--- config.mk ---
export PLATFORM = sky130hd
export DESIGN_NAME = qbio_expander
export DESIGN_NICKNAME = d
export VERILOG_FILES = /design/src/rtl/qbio_pkg.sv /design/src/rtl/qbio_sync.sv /design/src/rtl/qbio_i2c_target.sv /design/src/rtl/qbio_port.sv /design/src/rtl/qbio_expander.sv
export SDC_FILE = /design/constraint.sdc
export NUM_CORES = 1
export LEC_CHECK = 0
export CORE_ASPECT_RATIO = 0.7
export CORE_MARGIN = 2
export CORE_UTILIZATION = 35
export DETAILED_ROUTE_END_ITERATION = 10
export GPL_ROUTABILITY_DRIVEN = 0
export RECOVER_POWER = 50
export SYNTH_ARGS = -nofsm -noshare
export SYNTH_HDL_FRONTEND = slang
export SYNTH_SLANG_ARGS = --single-unit
--- constraint.sdc ---
create_clock -name clk -period 2.2 [get_ports clk]
set_input_delay 0.44 -clock clk [delete_from_list [all_inputs] [get_ports clk]]
set_output_delay 0.44 -clock clk [all_outputs]
set_load 0.01 [all_outputs]
--- src/rtl/qbio_pkg.sv ---
package qbio_pkg;

  typedef enum logic [2:0] {
    ST_IDLE,
    ST_ADDR,
    ST_ADDR_ACK,
    ST_RX,
    ST_RX_ACK,
    ST_TX,
    ST_TX_ACK
  } qbio_st_t;

  // upper four address bits for the two address variants
  function automatic logic [3:0] addr_high(input bit alt);
    return alt ? 4'b0111 : 4'b0100;
  endfunction

endpackage

--- src/rtl/qbio_sync.sv ---
module qbio_sync #(
  parameter int            W    = 1,
  parameter logic [W-1:0]  RVAL = '1
) (
  input  logic         clk,
  input  logic         rst,
  input  logic [W-1:0] d,
  output logic [W-1:0] q
);
  logic [W-1:0] meta;

  always_ff @(posedge clk) begin
    if (rst) begin
      meta <= RVAL;
      q    <= RVAL;
    end else begin
      meta <= d;
      q    <= meta;
    end
  end
endmodule

--- src/rtl/qbio_i2c_target.sv ---
module qbio_i2c_target
  import qbio_pkg::*;
#(
  parameter bit ADDR_ALT = 1'b0
) (
  input  logic       clk,
  input  logic       rst,
  input  logic       scl_s,
  input  logic       sda_s,
  input  logic [2:0] addr_sel,
  input  logic [7:0] tx_data,
  output logic       sda_pull_low,
  output logic       txn_start,
  output logic       rd_cap,
  output logic       rx_stb,
  output logic [7:0] rx_data,
  output logic       tx_adv
);
  localparam logic [3:0] AHI = addr_high(ADDR_ALT);

  qbio_st_t   st;
  logic [7:0] sh;
  logic [3:0] cnt;
  logic       rw_q, ack_q;
  logic       scl_d, sda_d;
  logic       scl_rise, scl_fall, bus_start, bus_stop;
  logic [6:0] my_addr;

  assign my_addr   = {AHI, addr_sel};
  assign scl_rise  = scl_s & ~scl_d;
  assign scl_fall  = ~scl_s & scl_d;
  assign bus_start = scl_s & scl_d & sda_d & ~sda_s;
  assign bus_stop  = scl_s & scl_d & ~sda_d & sda_s;
  assign rx_data   = sh;

  always_ff @(posedge clk) begin
    if (rst) begin
      st           <= ST_IDLE;
      sh           <= '0;
      cnt          <= '0;
      rw_q         <= 1'b0;
      ack_q        <= 1'b0;
      scl_d        <= 1'b1;
      sda_d        <= 1'b1;
      sda_pull_low <= 1'b0;
      txn_start    <= 1'b0;
      rd_cap       <= 1'b0;
      rx_stb       <= 1'b0;
      tx_adv       <= 1'b0;
    end else begin
      scl_d     <= scl_s;
      sda_d     <= sda_s;
      txn_start <= 1'b0;
      rd_cap    <= 1'b0;
      rx_stb    <= 1'b0;
      tx_adv    <= 1'b0;
      if (bus_start) begin
        st           <= ST_ADDR;
        cnt          <= '0;
        sda_pull_low <= 1'b0;
      end else if (bus_stop) begin
        st           <= ST_IDLE;
        sda_pull_low <= 1'b0;
      end else begin
        unique case (st)
          ST_IDLE: ;
          ST_ADDR: begin
            if (scl_rise) begin
              sh  <= {sh[6:0], sda_s};
              cnt <= cnt + 4'd1;
            end else if (scl_fall && cnt == 4'd8) begin
              if (sh[7:1] == my_addr) begin
                st           <= ST_ADDR_ACK;
                sda_pull_low <= 1'b1;
                rw_q         <= sh[0];
                txn_start    <= 1'b1;
                rd_cap       <= sh[0];
              end else begin
                st <= ST_IDLE;
              end
            end
          end
          ST_ADDR_ACK: begin
            if (scl_fall) begin
              cnt <= '0;
              if (rw_q) begin
                st           <= ST_TX;
                sh           <= tx_data;
                sda_pull_low <= ~tx_data[7];
              end else begin
                st           <= ST_RX;
                sda_pull_low <= 1'b0;
              end
            end
          end
          ST_RX: begin
            if (scl_rise) begin
              sh  <= {sh[6:0], sda_s};
              cnt <= cnt + 4'd1;
            end else if (scl_fall && cnt == 4'd8) begin
              st           <= ST_RX_ACK;
              sda_pull_low <= 1'b1;
              rx_stb       <= 1'b1;
            end
          end
          ST_RX_ACK: begin
            if (scl_fall) begin
              st           <= ST_RX;
              cnt          <= '0;
              sda_pull_low <= 1'b0;
            end
          end
          ST_TX: begin
            if (scl_fall) begin
              cnt <= cnt + 4'd1;
              if (cnt == 4'd7) begin
                st           <= ST_TX_ACK;
                sda_pull_low <= 1'b0;
              end else begin
                sda_pull_low <= ~sh[6];
                sh           <= {sh[6:0], 1'b0};
              end
            end
          end
          ST_TX_ACK: begin
            if (scl_rise) begin
              ack_q  <= ~sda_s;
              tx_adv <= ~sda_s;
            end else if (scl_fall) begin
              cnt <= '0;
              if (ack_q) begin
                st           <= ST_TX;
                sh           <= tx_data;
                sda_pull_low <= ~tx_data[7];
              end else begin
                st           <= ST_IDLE;
                sda_pull_low <= 1'b0;
              end
            end
          end
          default: st <= ST_IDLE;
        endcase
      end
    end
  end
endmodule

--- src/rtl/qbio_port.sv ---
module qbio_port #(
  parameter int NPINS = 16
) (
  input  logic             clk,
  input  logic             rst,
  input  logic [NPINS-1:0] pins_s,
  input  logic             txn_start,
  input  logic             rd_cap,
  input  logic             rx_stb,
  input  logic [7:0]       rx_data,
  input  logic             tx_adv,
  output logic [7:0]       tx_data,
  output logic [NPINS-1:0] pin_drive_low,
  output logic             irq_pull_low
);
  logic [NPINS-1:0] cap, cap_nxt, drv_q;

  assign cap_nxt       = rd_cap ? pins_s : cap;
  assign pin_drive_low = drv_q;

  // snapshot used both for read data and change detection
  always_ff @(posedge clk) begin
    if (rst) begin
      cap          <= '1;
      irq_pull_low <= 1'b0;
    end else begin
      cap          <= cap_nxt;
      irq_pull_low <= (pins_s != cap_nxt);
    end
  end

  generate
    if (NPINS == 16) begin : g_wide
      logic       lo_have;
      logic [7:0] lo_q;
      logic       tx_hi;

      always_ff @(posedge clk) begin
        if (rst) begin
          lo_have <= 1'b0;
          lo_q    <= '0;
          tx_hi   <= 1'b0;
          drv_q   <= '0;
        end else if (txn_start) begin
          lo_have <= 1'b0;
          tx_hi   <= 1'b0;
        end else begin
          if (rx_stb) begin
            if (!lo_have) begin
              lo_q    <= rx_data;
              lo_have <= 1'b1;
            end else begin
              drv_q   <= ~{rx_data, lo_q};
              lo_have <= 1'b0;
            end
          end
          if (tx_adv) tx_hi <= ~tx_hi;
        end
      end

      assign tx_data = tx_hi ? cap[15:8] : cap[7:0];
    end else begin : g_narrow
      always_ff @(posedge clk) begin
        if (rst)         drv_q <= '0;
        else if (rx_stb) drv_q <= ~rx_data;
      end

      assign tx_data = cap[7:0];
    end
  endgenerate
endmodule

--- src/rtl/qbio_expander.sv ---
module qbio_expander #(
  parameter int NPINS    = 16,
  parameter bit ADDR_ALT = 1'b0
) (
  input  logic             clk,
  input  logic             rst,
  input  logic             scl_in,
  input  logic             sda_in,
  output logic             sda_pull_low,
  input  logic [2:0]       addr_sel,
  input  logic [NPINS-1:0] pin_in,
  output logic [NPINS-1:0] pin_drive_low,
  output logic             irq_pull_low
);
  logic             scl_s, sda_s;
  logic [NPINS-1:0] pins_s;
  logic             txn_start, rd_cap, rx_stb, tx_adv;
  logic [7:0]       rx_data, tx_data;

  qbio_sync #(.W(2), .RVAL(2'b11)) u_bus_sync (
    .clk (clk),
    .rst (rst),
    .d   ({scl_in, sda_in}),
    .q   ({scl_s, sda_s})
  );

  qbio_sync #(.W(NPINS), .RVAL({NPINS{1'b1}})) u_pin_sync (
    .clk (clk),
    .rst (rst),
    .d   (pin_in),
    .q   (pins_s)
  );

  qbio_i2c_target #(.ADDR_ALT(ADDR_ALT)) u_target (
    .clk          (clk),
    .rst          (rst),
    .scl_s        (scl_s),
    .sda_s        (sda_s),
    .addr_sel     (addr_sel),
    .tx_data      (tx_data),
    .sda_pull_low (sda_pull_low),
    .txn_start    (txn_start),
    .rd_cap       (rd_cap),
    .rx_stb       (rx_stb),
    .rx_data      (rx_data),
    .tx_adv       (tx_adv)
  );

  qbio_port #(.NPINS(NPINS)) u_port (
    .clk           (clk),
    .rst           (rst),
    .pins_s        (pins_s),
    .txn_start     (txn_start),
    .rd_cap        (rd_cap),
    .rx_stb        (rx_stb),
    .rx_data       (rx_data),
    .tx_adv        (tx_adv),
    .tx_data       (tx_data),
    .pin_drive_low (pin_drive_low),
    .irq_pull_low  (irq_pull_low)
  );
endmodule

### Yosys cells after proc, flatten, opt, wreduce, memory -nomap -nowiden

Cells that the tools add are included.

| storage, ports and cells | value |
|---|---|
| flip-flop bits (word level) | 103 |
| bits of input ports | 23 |
| output and inout port bits | 18 |
| logic and storage cells | 158 |

| operators by class | value |
|---|---|
| $add $sub $neg | 1 |
| eq/ne operators | 36 |
| muxes and demuxes | 49 |
| bitwise gates (word level) | 26 |
| reduce and logical (&&, ||, !) cells | 23 |

Operators by type and width:

| operator | number |
|---|---|
| $mux W8 | 9 |
| $reduce_and A11 Y1 | 4 |
| $mux W3 | 12 |
| $pmux W8 S4 | 1 |
| $ne A4 B1 Y1 const B | 7 |
| $ne A2 B1 Y1 const B | 11 |
| $pmux W3 S7 | 1 |
| $mux W1 | 18 |
| $not A1 Y1 | 18 |
| $mux W16 | 1 |
| $mux W4 | 4 |
| $ne A16 B16 Y1 | 1 |
| $not A16 Y16 | 1 |
| $pmux W4 S4 | 1 |
| $ne A4 B4 Y1 const B | 3 |
| $reduce_or A5 Y1 | 2 |
| $eq A3 B3 Y1 const B | 3 |
| $ne A2 B2 Y1 const B | 4 |
| $reduce_bool A4 Y1 | 2 |
| $reduce_or A2 Y1 | 4 |
| $and A1 B1 Y1 | 7 |
| $eq A7 B6 Y1 | 1 |
| $reduce_or A7 Y1 | 1 |
| $eq A3 B2 Y1 const B | 2 |
| other kinds (16) | 17 |

### Logic depth before layout (Yosys ltp)

| depth | value |
|---|---|
| depth in word-level cells | 8 |
| mapped depth | 7 |
| mapped depth without buffers | 7 |

### Modules after synthesis

From an unflattened synthesis, not the netlist that was laid out.

| unflattened totals | value |
|---|---|
| cell total of the unflattened synthesis | 419 |
| area total of the unflattened synthesis | 4162.7 µm² |

By module, submodules not included:

| module | times used | cells an instance | area each (µm²) | seq. area each (µm²) |
|---|---|---|---|---|
| qbio_port | 1 | 188 | 1804.2 | 860.8 |
| qbio_i2c_target | 1 | 156 | 1378.8 | 480.5 |
| qbio_sync at u_pin_sync | 1 | 67 | 874.6 | 640.6 |
| qbio_sync at u_bus_sync | 1 | 8 | 105.1 | 80.1 |

### Least setup slack after synthesis

OpenSTA, ideal clock, no wires.

| timing | value |
|---|---|
| kind | register to register |
| from | register u_target.cnt[0] |
| to | register u_target.sh[1], in the netlist u_target.rx_data[1] |
| library setup time | 0.128 ns |
| arrival | 1.549 ns |
| required time | 2.072 ns |
| setup slack | 0.523 ns |
| stages on the path, launching flop included | 8 |
| path buffers | 1 |
| clock period less this slack | 1.677 ns |
| cell sequence | dfxtp_1 ha_1 and3b_1 and3_1 a2111o_1 buf_6 mux2i_1 nor2_1 |

| between the ends | value |
|---|---|
| longest elaborated chain between the ends | 3 |

Ends and longest elaborated chain:

| element | line | RTL |
|---|---|---|
| from (decl) | qbio_i2c_target.sv:23 | `logic [3:0] cnt;` |
| from (signal assigned) | qbio_i2c_target.sv:70 | `cnt <= cnt + 4'd1;` |
| from (signal assigned) | qbio_i2c_target.sv:99 | `cnt <= cnt + 4'd1;` |
| from (signal assigned) | qbio_i2c_target.sv:115 | `cnt <= cnt + 4'd1;` |
| $eq A4 B3 Y1 | qbio_i2c_target.sv:116 | `if (cnt == 4'd7) begin` |
| $ne A2 B2 Y1 (no line) | - |  |
| $reduce_and A11 Y1 (no line) | - |  |
| to (signal assigned) | qbio_i2c_target.sv:98 | `sh <= {sh[6:0], sda_s};` |
| to (signal assigned) | qbio_i2c_target.sv:121 | `sh <= {sh[6:0], 1'b0};` |
| to (signal assigned) | qbio_i2c_target.sv:133 | `sh <= tx_data;` |
| to (decl) | qbio_i2c_target.sv:22 | `logic [7:0] sh;` |

No other way between the ends.
A chain may end at the register's enable or synchronous reset.

### Worst setup path in the final report

| timing | value |
|---|---|
| from | register u_target.cnt[0] |
| to | register u_target.sh[6], in the netlist u_target.rx_data[6] |

The elaborated chain is that of the path after synthesis.

==> out/results.ini <==
[routing]
final_antenna_net_count = 0
drt_drc_violations_left = 0
drtIter0Drc = 190
wl_mm = 7.89
first_pass_iters = 4
num_vias = 2889
met2_length_mm = 3.11
topRoutingLayerUsed = met4
drt-met1-wl_mm = 4.29
viasPerCell = 4.62
wl_per_cell_um = 12.6
wl_met3_um = 443

[synth]
muxShareOfSynthArea_pct = 10.6
synth.top_cell.area_share_pct = 50.5
yosysMostFrequentCell = dfxtp_1
syn_nets = 453
ys.flop_type = dfxtp_1
ys.warnings.count = 0
synth_largest_area_cell = dfxtp_1
ys_ff_latch = 103
yosys.area_share.adder_pct = 0.613
ys_async_sr_fraction_pct = 0
yosys.area_share.simple_pct = 21.1
synth_top_family_by_area = simple AND/OR/NAND/NOR gates
syn_area_mm2 = 0.00408
synth_edf_count = 0
synth_compound_area_share_pct = 9.01
synth_xor_area_share_pct = 4.93
synth_cells = 428
ys_types = 52
yosysSeqAreaShare_pct = 50.5
postSynthAreaPerCell_um2 = 9.54
netlist_top_cells_area = dfxtp_1 (51%), mux2i_1 (10%), or2_2 (5.8%), nor2_1 (5.5%), xnor2_1 (4.7%)
synth_common_cells = dfxtp_1 (103), nor2_1 (60), mux2i_1 (42), or2_2 (38), nand2_1 (30)

[power_and_ir_drop]
ir_drop_v = 0.000502
power.density_mw_per_mm2 = 755
p_leak_nw = 1.84
finalPower_w = 0.00375

[worst_setup_path]
crit_path_end_kind = register
required_ns = 2.40
cp_slowest_cell = a2111o_1
arrival_ns = 2.13
crit_path_start_kind = register
worstPathMaxFanout = 8
crit_path_cell_trace = ha_1 > and3b_1 > and3_1 > a2111o_1 > mux2i_1 > nor2_1
criticalPathCategory = register to register
max_stage_delay_ns = 0.53

[run_status]
status = complete, no violations

[final_layout]
drive_gt1_share_pct = 15.7
diodes = 0
fillCellCount = 1052
syn_to_final_growth_pct = 21.6
finalNetCount = 493

[sta]
finalHoldViolCount = 0
fmax_mhz = 516
post-route-period-util_pct = 88.0
finalSetupViolCount = 0
slew_headroom_pct = 28.7
skew_ns = 0.00569
setup_tns_ns = 0
tightestPinTransition_ns = 1.07
rsz0062_at_grt = no
final_max_slew_viol_count = 0
min_period_ns = 1.94

[clock_network]
hold_buffers = 0
cts_resized = 0
clkSinkCount = 103
cts_root_buf = clkbuf_16
clk_pin_slew_ns = 0.07
cts_setup_buffers = 0
cts_max_level = 3
clock_latency_ns = 0.34
cts_buffers = 9
cts_tree = built
ctsLongestPathBuffers = 2

[global_route]
first_global_vias = 2639
grt_max_degree = 39
antenna_found_initial = 0
grt_pass1_wl_mm = 13.2
grt_usage_pct = 13.3
gr-total-overflow = 0

[floorplan]
num_rows = 32
ios = 41
die_area_mm2 = 0.0126
die_y_um = 94.4
core_region_area_mm2 = 0.0112
initial_core_util_pct = 36.5
die_width_um = 133

[placement]
hpwl_mm = 5.59
io_buffers = 40

[job]
drv_cap = 0

[worst_hold_path]
hold_path.class = register to register

power by group:
part	internal [W]	leakage (nW)	switching (W)	total, W
sequential	0.00190	0.840	0.0000197	0.00192
combinational	0.0000795	0.841	0.0000596	0.000139
clock	0.00102	0.155	0.000669	0.00169
total	0.00300	1.84	0.000748	0.00375
placed cells by master (no fill, tap or decap), types with 2 or more instances in the layout:
cell | netlist | layout
nor2_1 | 60 | 60
a21oi_1 | 22 | 22
buf_4 | 1 | 10
nand2_1 | 30 | 30
and3b_1 | 3 | 3
nor2b_1 | 5 | 5
nand2b_1 | 2 | 2
clkbuf_16 | 0 | 9
nor4_1 | 3 | 3
and2b_1 | 2 | 2
inv_1 | 6 | 6
dfxtp_1 | 103 | 103
nor3_1 | 5 | 5
ha_1 | 2 | 2
nor3b_1 | 2 | 2
nand3_1 | 6 | 6
mux2i_1 | 42 | 42
or4_1 | 2 | 2
bufinv_16 | 0 | 2
o21ai_0 | 16 | 16
clkdlybuf4s50_1 | 0 | 39
o211ai_1 | 2 | 2
clkbuf_1 | 14 | 2
xnor2_1 | 22 | 22
nand4_1 | 5 | 5
or2_2 | 38 | 38
kinds of logic (layout without fill, tap and decap cells):
kind of cell	after synthesis	after routing
simple gates	171	171
flops	103	103
compound gates	56	56
mux	43	43
buf+inv	30	74
xor+xnor	23	23
fa+ha+maj	2	2
worst paths after layout:
path / from / endpoint / slack (ns) / cells past startpoint
max: u_target.cnt[0]$_SDFFE_PP0P_ / u_target.rx_data[6]$_SDFFE_PP0P_ / 0.26 / 6
min: u_pin_sync.meta[11]$_SDFF_PP1_ / u_pin_sync.q[11]$_SDFF_PP1_ / 0.41 / 1
max reg2reg: u_target.cnt[0]$_SDFFE_PP0P_ / u_target.rx_data[6]$_SDFFE_PP0P_ / 0.26 / 6
min reg2reg: u_pin_sync.meta[11]$_SDFF_PP1_ / u_pin_sync.q[11]$_SDFF_PP1_ / 0.41 / 1
registers in the layout, summed over array words and instances, names as in the netlist, 2 cells and up:
| signal | cells |
|---|---|
| u_bus_sync.meta | 2 |
| u_bus_sync.q | 2 |
| u_pin_sync.meta | 16 |
| u_pin_sync.q | 16 |
| u_port.cap | 16 |
| u_port.g_wide.lo_q | 8 |
| u_port.pin_drive_low | 16 |
| u_target.cnt | 4 |
| u_target.rx_data | 8 |
| u_target.st | 3 |
critical path, delay by kind of cell (launching register included):
family | cells | cell delay, ns
simple gates | 3 | 0.47
mux | 1 | 0.22
flops | 1 | 0.34
compound gates | 1 | 0.53
fa+ha+maj | 1 | 0.22
layer usage:
layer	vias up	global-route usage (%)
met5	-	0
met4	0	3.72
met3	5	4.62
met2	71	18.8
met1	1299	19.3
li1	1514	-
area by class of cell:
class                      count  area, µm²  share of cell area (%)
timing repair buffer          52        478                    9.62
sequential                   103       2060                    41.5
clock inverter                 5       81.3                    1.64
inverter                       7       26.3                   0.529
multi-input combinational    295       1890                    38.0
tap                          153        191                    3.85
clock buffer                  10        239                    4.81
stage by stage:
stage | util [%] | worst slack, ns | instances | hold slack, ns | area (µm²)
2_1_floorplan | - | 0.523 | 428 | 0.389 | 4080
3_3_place_gp | 41.7 | 0.184 | 610 | 0.395 | 4650
3_5_place_dp | 41.7 | 0.147 | 610 | 0.393 | 4650
4_1_cts | 44.5 | 0.305 | 625 | 0.409 | 4970
5_1_grt | 44.5 | 0.116 | 625 | 0.421 | 4970
6_report | 44.5 | 0.264 | 625 | 0.408 | 4970
Power figures use the tool's default switching activity.
